$ cat src/rtl/fpchk_pkg.sv
package fpchk_pkg;

    typedef enum logic {
        OP_ADD = 1'b0,
        OP_SUB = 1'b1
    } add_op_e;

    typedef enum logic {
        CLS_LIKE   = 1'b0,
        CLS_UNLIKE = 1'b1
    } add_class_e;

    typedef enum logic {
        ST_EMPTY = 1'b0,
        ST_FULL  = 1'b1
    } stage_state_e;

endpackage

$ cat src/rtl/fpchk_classify.sv
module fpchk_classify
    import fpchk_pkg::*;
(
    input  logic       op,
    input  logic       sign_a,
    input  logic       sign_b,
    output add_class_e cls
);

    logic same_sign;
    assign same_sign = (sign_a == sign_b);

    always_comb begin
        unique case (add_op_e'(op))
            OP_ADD: cls = same_sign ? CLS_LIKE   : CLS_UNLIKE;
            OP_SUB: cls = same_sign ? CLS_UNLIKE : CLS_LIKE;
        endcase
    end

endmodule

$ cat src/rtl/fpchk_expmax.sv
module fpchk_expmax #(
    parameter int EXP_W  = 8,
    parameter int FRAC_W = 23
) (
    input  logic [EXP_W-1:0]  exp_a,
    input  logic [FRAC_W-1:0] frac_a,
    input  logic [EXP_W-1:0]  exp_b,
    input  logic [FRAC_W-1:0] frac_b,
    output logic [EXP_W-1:0]  exp_max,
    output logic              both_zero
);

    logic zero_a;
    logic zero_b;

    assign zero_a    = (exp_a == '0) && (frac_a == '0);
    assign zero_b    = (exp_b == '0) && (frac_b == '0);
    assign both_zero = zero_a && zero_b;
    assign exp_max   = (exp_a > exp_b) ? exp_a : exp_b;

endmodule

$ cat src/rtl/fpchk_window.sv
module fpchk_window
    import fpchk_pkg::*;
#(
    parameter int EXP_W   = 8,
    parameter int SIG_LEN = 24
) (
    input  add_class_e       cls,
    input  logic [EXP_W-1:0] exp_max,
    input  logic             both_zero,
    output logic             ovf,
    output logic             unf,
    output logic             bounce
);

    localparam int EXP_TOP = (1 << EXP_W) - 1;
    localparam logic [EXP_W-1:0] LIKE_OVF_LIM   = EXP_W'(EXP_TOP - 2);
    localparam logic [EXP_W-1:0] UNLIKE_OVF_LIM = EXP_W'(EXP_TOP - 1);
    localparam logic [EXP_W-1:0] UNLIKE_UNF_LIM = EXP_W'(SIG_LEN + 1);
    localparam logic [EXP_W-1:0] LIKE_UNF_LIM   = EXP_W'(1);

    logic ovf_raw;
    logic unf_raw;

    always_comb begin
        unique case (cls)
            CLS_LIKE: begin
                ovf_raw = (exp_max >= LIKE_OVF_LIM);
                unf_raw = (exp_max <= LIKE_UNF_LIM);
            end
            CLS_UNLIKE: begin
                ovf_raw = (exp_max >= UNLIKE_OVF_LIM);
                unf_raw = (exp_max <= UNLIKE_UNF_LIM);
            end
        endcase
    end

    assign ovf    = ovf_raw && !both_zero;
    assign unf    = unf_raw && !both_zero;
    assign bounce = ovf || unf;

endmodule

$ cat src/rtl/fpchk_outstage.sv
module fpchk_outstage
    import fpchk_pkg::*;
#(
    parameter int W       = 8,
    parameter bit REG_OUT = 1'b1
) (
    input  logic         clk,
    input  logic         rst,
    input  logic         in_valid,
    output logic         in_ready,
    input  logic [W-1:0] d,
    output logic         out_valid,
    input  logic         out_ready,
    output logic [W-1:0] q
);

    if (REG_OUT) begin : g_reg
        stage_state_e   state_q;
        stage_state_e   state_d;
        logic [W-1:0]   data_q;
        logic           take;

        assign take = in_valid && in_ready;

        always_ff @(posedge clk) begin
            if (rst) state_q <= ST_EMPTY;
            else     state_q <= state_d;
        end

        always_comb begin
            state_d = state_q;
            unique case (state_q)
                ST_EMPTY: if (in_valid) state_d = ST_FULL;
                ST_FULL:  if (out_ready && !in_valid) state_d = ST_EMPTY;
            endcase
        end

        always_comb begin
            unique case (state_q)
                ST_EMPTY: begin
                    out_valid = 1'b0;
                    in_ready  = 1'b1;
                end
                ST_FULL: begin
                    out_valid = 1'b1;
                    in_ready  = out_ready;
                end
            endcase
        end

        always_ff @(posedge clk) begin
            if (take) data_q <= d;
        end

        assign q = data_q;
    end else begin : g_comb
        assign out_valid = in_valid;
        assign in_ready  = out_ready;
        assign q         = d;
    end

endmodule

$ cat src/rtl/fp_add_bounce_predict.sv
module fp_add_bounce_predict
    import fpchk_pkg::*;
#(
    parameter int EXP_W   = 8,
    parameter int FRAC_W  = 23,
    parameter bit REG_OUT = 1'b1
) (
    input  logic                    clk,
    input  logic                    rst,
    input  logic                    in_valid,
    output logic                    in_ready,
    input  logic                    in_op,
    input  logic [EXP_W+FRAC_W:0]   in_a,
    input  logic [EXP_W+FRAC_W:0]   in_b,
    output logic                    out_valid,
    input  logic                    out_ready,
    output logic                    out_unlike,
    output logic [EXP_W-1:0]        out_exp,
    output logic                    out_ovf,
    output logic                    out_unf,
    output logic                    out_bounce
);

    localparam int OP_W    = 1 + EXP_W + FRAC_W;
    localparam int SIG_LEN = FRAC_W + 1;
    localparam int PAY_W   = EXP_W + 4;

    add_class_e       cls;
    logic [EXP_W-1:0] exp_max;
    logic             both_zero;
    logic             ovf;
    logic             unf;
    logic             bounce;
    logic [PAY_W-1:0] pay_d;
    logic [PAY_W-1:0] pay_q;

    fpchk_classify u_cls (
        .op     (in_op),
        .sign_a (in_a[OP_W-1]),
        .sign_b (in_b[OP_W-1]),
        .cls    (cls)
    );

    fpchk_expmax #(.EXP_W(EXP_W), .FRAC_W(FRAC_W)) u_max (
        .exp_a     (in_a[OP_W-2:FRAC_W]),
        .frac_a    (in_a[FRAC_W-1:0]),
        .exp_b     (in_b[OP_W-2:FRAC_W]),
        .frac_b    (in_b[FRAC_W-1:0]),
        .exp_max   (exp_max),
        .both_zero (both_zero)
    );

    fpchk_window #(.EXP_W(EXP_W), .SIG_LEN(SIG_LEN)) u_win (
        .cls       (cls),
        .exp_max   (exp_max),
        .both_zero (both_zero),
        .ovf       (ovf),
        .unf       (unf),
        .bounce    (bounce)
    );

    assign pay_d = {cls == CLS_UNLIKE, exp_max, ovf, unf, bounce};

    fpchk_outstage #(.W(PAY_W), .REG_OUT(REG_OUT)) u_out (
        .clk       (clk),
        .rst       (rst),
        .in_valid  (in_valid),
        .in_ready  (in_ready),
        .d         (pay_d),
        .out_valid (out_valid),
        .out_ready (out_ready),
        .q         (pay_q)
    );

    assign {out_unlike, out_exp, out_ovf, out_unf, out_bounce} = pay_q;

endmodule

$ cat config.mk
export PLATFORM = sky130hd
export DESIGN_NAME = fp_add_bounce_predict
export DESIGN_NICKNAME = d
export VERILOG_FILES = /design/src/rtl/fpchk_pkg.sv /design/src/rtl/fpchk_classify.sv /design/src/rtl/fpchk_expmax.sv /design/src/rtl/fpchk_window.sv /design/src/rtl/fpchk_outstage.sv /design/src/rtl/fp_add_bounce_predict.sv
export SDC_FILE = /design/constraint.sdc
export NUM_CORES = 1
export LEC_CHECK = 0
export CORE_ASPECT_RATIO = 1.2
export CORE_MARGIN = 2
export CORE_UTILIZATION = 35
export CTS_BUF_LIST = sky130_fd_sc_hd__clkbuf_4 sky130_fd_sc_hd__clkbuf_8 sky130_fd_sc_hd__clkbuf_16
export DETAILED_ROUTE_END_ITERATION = 10
export GPL_TIMING_DRIVEN = 0
export PLACE_DENSITY = 0.86
export SLEW_MARGIN = 30
export SYNTH_ARGS = -nofsm -noshare
export SYNTH_HDL_FRONTEND = slang
export SYNTH_SLANG_ARGS = --single-unit
$ cat constraint.sdc
create_clock -name clk -period 5.5 [get_ports clk]
set_input_delay 1.1 -clock clk [delete_from_list [all_inputs] [get_ports clk]]
set_output_delay 1.1 -clock clk [all_outputs]
set_load 0.005 [all_outputs]
==> results_dict.tcl <==
set metrics [dict create \
    status "completed" \
    syn_to_final_growth_pct 89.25 \
    yosysSeqAreaShare 0.3800 \
    boundaryPins 83 \
    drtPass1Iterations 4 \
    postCtsSetupBuffers 0 \
    die_area_um2 3305 \
    synth_cell_type_count 29 \
    fin_crit_sh 0.5953 \
    mostFrequentLayoutCells "clkdlybuf4s50_1 (82), nor4_1 (16), edfxtp_1 (12)" \
    period_needed_ns 3.274 \
    cp-start-kind "primary input" \
    hp-class "reg -> reg" \
    post-route-util 0.6866 \
    htreeDepth 1 \
    crit_fanout 3 \
    synth_area_um2 1001 \
    yosys_warnings 0 \
    start_util 0.3628 \
    relSlewSlack 0.6490 \
    grt_pass1_wl_um 4698 \
    fmax_mhz 305.4 \
    clock_path_buffers 2 \
    rsz0062_at_grt "false" \
    timing.final.hold_violations 0 \
    cap_violations 0 \
    n_fill_cell 230 \
    synth_top_area_frac 0.3600 \
    end_kind "primary output" \
    synth.avg_cell_area_um2 9.813 \
    gp_congestion 0.8680 \
    cp.required_ns 4.40 \
    tritoncts "yes" \
    core_area_um2 2759 \
    routed-via-count 1198 \
    worst_pin_slew_ns 0.5264 \
    fin_skew_ns 0.002493 \
    rows 21 \
    clock_latency_ns 0.27 \
    synth_edf_count 12 \
    port-buffer-count 82 \
    fin_setup_tns_ns 0 \
    drt_iter0_drc 14 \
    synth_ff_type "edfxtp_1" \
    routed_wl_um 3083 \
    async_flop_share 0 \
    layout_commonest_cell "clkdlybuf4s50_1" \
    grt_max_degree 13 \
    root_buffer "clkbuf_4" \
    layout-drive-gt1-share 0.09043 \
    synthTopCellsByArea "edfxtp_1 (36%), ha_1 (10%), nor4_1 (10%)" \
    numCtsBuffers 3 \
    cts.sinks 13 \
    clk_pin_slew_ns 0.07 \
    ys_ff_latch 13 \
    p_leak_nw 0.7183 \
    layout.nets 266 \
    path_class "in -> out" \
    grt_use_total 0.1888 \
    synth_area_leader_cell "edfxtp_1" \
    irDropWorstVdd_uv 93.33 \
    wl_per_cell_um 13.89 \
    first_global_vias 1157 \
    chipWidth_um 52.82 \
    fp.dieH_um 62.58 \
    drc 0 \
    grt_remaining_overflow 0 \
    hold_buffers 0 \
    cts_resized 0 \
    pwr_density_cell_nw_per_um2 160.2 \
    synth_fp_nets 179 \
    diodes 0 \
    antenna_found_initial 0 \
    drv_slew 0 \
    synthCells 102 \
    antenna_left 0 \
    dp_hpwl_um 2776 \
    worst_ep_arrival_time_ns 2.17 \
    setup_violations 0 \
    vias_per_cell 5.396 \
]
-- final cells by class --
type,instances,area [um2],area share
tap,34,42.54,0.02246
clock buffer,4,30.03,0.01585
multi-input combinational,77,568.0,0.2999
buffer,1,11.26,0.005945
inverter,11,41.29,0.02180
timing repair buffer,82,820.8,0.4333
sequential,13,380.4,0.2008
-- kinds of logic after synthesis --
| group | after synthesis | share of synthesized area |
|---|---|---|
| DFF | 13 | 0.3800 |
| buffers and inverters | 12 | 0.05250 |
| muxes | 9 | 0.1038 |
| adders and majority gates | 8 | 0.1000 |
| and+or+nand+nor | 40 | 0.2325 |
| AOI/OAI and AO/OA | 18 | 0.1138 |
| xor gates and xnor gates | 2 | 0.01750 |
-- metrics by stage --
| step | hold slack [ns] | std cells | total power [mW] | area [um2] | setup WS (ns) |
|---|---|---|---|---|---|
| 2_1_floorplan | 0.5225 | 102 | 0.1663 | 1001 | 2.742 |
| 3_3_place_gp | 0.4989 | 218 | 0.2420 | 1864 | 2.010 |
| 3_5_place_dp | 0.5355 | 218 | 0.2455 | 1864 | 1.987 |
| 4_1_cts | 0.5453 | 222 | 0.3052 | 1894 | 2.220 |
| 5_1_grt | 0.5727 | 222 | 0.3223 | 1894 | 2.117 |
| 6_report | 0.5441 | 222 | 0.3035 | 1894 | 2.226 |
-- per-layer routing --
| layer | vias to the layer above | GRT usage | wire length [um] |
|---|---|---|---|
| met3 | 12 | 0.04306 | 369 |
| li1 | 573 | - | - |
| met5 | - | 0 | 0 |
| met4 | 0 | 0.08654 | 69 |
| met2 | 91 | 0.3500 | 1620 |
| met1 | 522 | 0.1884 | 1023 |
-- path summary, 6_finish.rpt --
| kind | start | end | slack (ns) | cells after the start |
|---|---|---|---|---|
| worst max register to register | u_out.g_reg.state_q | u_out.q[1] | 4.25 | 2 |
| worst max-delay path | out_ready | in_ready | 2.23 | 3 |
| worst min-delay path | u_out.g_reg.state_q | u_out.g_reg.state_q | 0.54 | 2 |
| worst min register to register | u_out.g_reg.state_q | u_out.g_reg.state_q | 0.54 | 2 |
-- where the power goes --
| group | internal, mW | switching, mW |
|---|---|---|
| combinational | 0.0792 | 0.0436 |
| clock | 0.0330 | 0.0272 |
| sequential | 0.119 | 0.00187 |
| total | 0.231 | 0.0727 |
-- registers in the layout, indices dropped and copies added (netlist names) --
register             cells
u_out.q                 12
u_out.g_reg.state_q      1
-- critical path: stages --
cell             delay [ns]
clkdlybuf4s50_1        0.44
nand2b_1               0.13
clkdlybuf4s50_1        0.51
-- cell usage after synthesis (2+ instances only) --
cell / count
nor3_1: 3
a21oi_1: 8
edfxtp_1: 12
ha_1: 8
nor4_1: 16
inv_1: 11
o21ai_0: 4
nand2_1: 2
mux2_2: 7
nand4_1: 8
nor2_1: 5
Power figures use the tool's default switching activity.
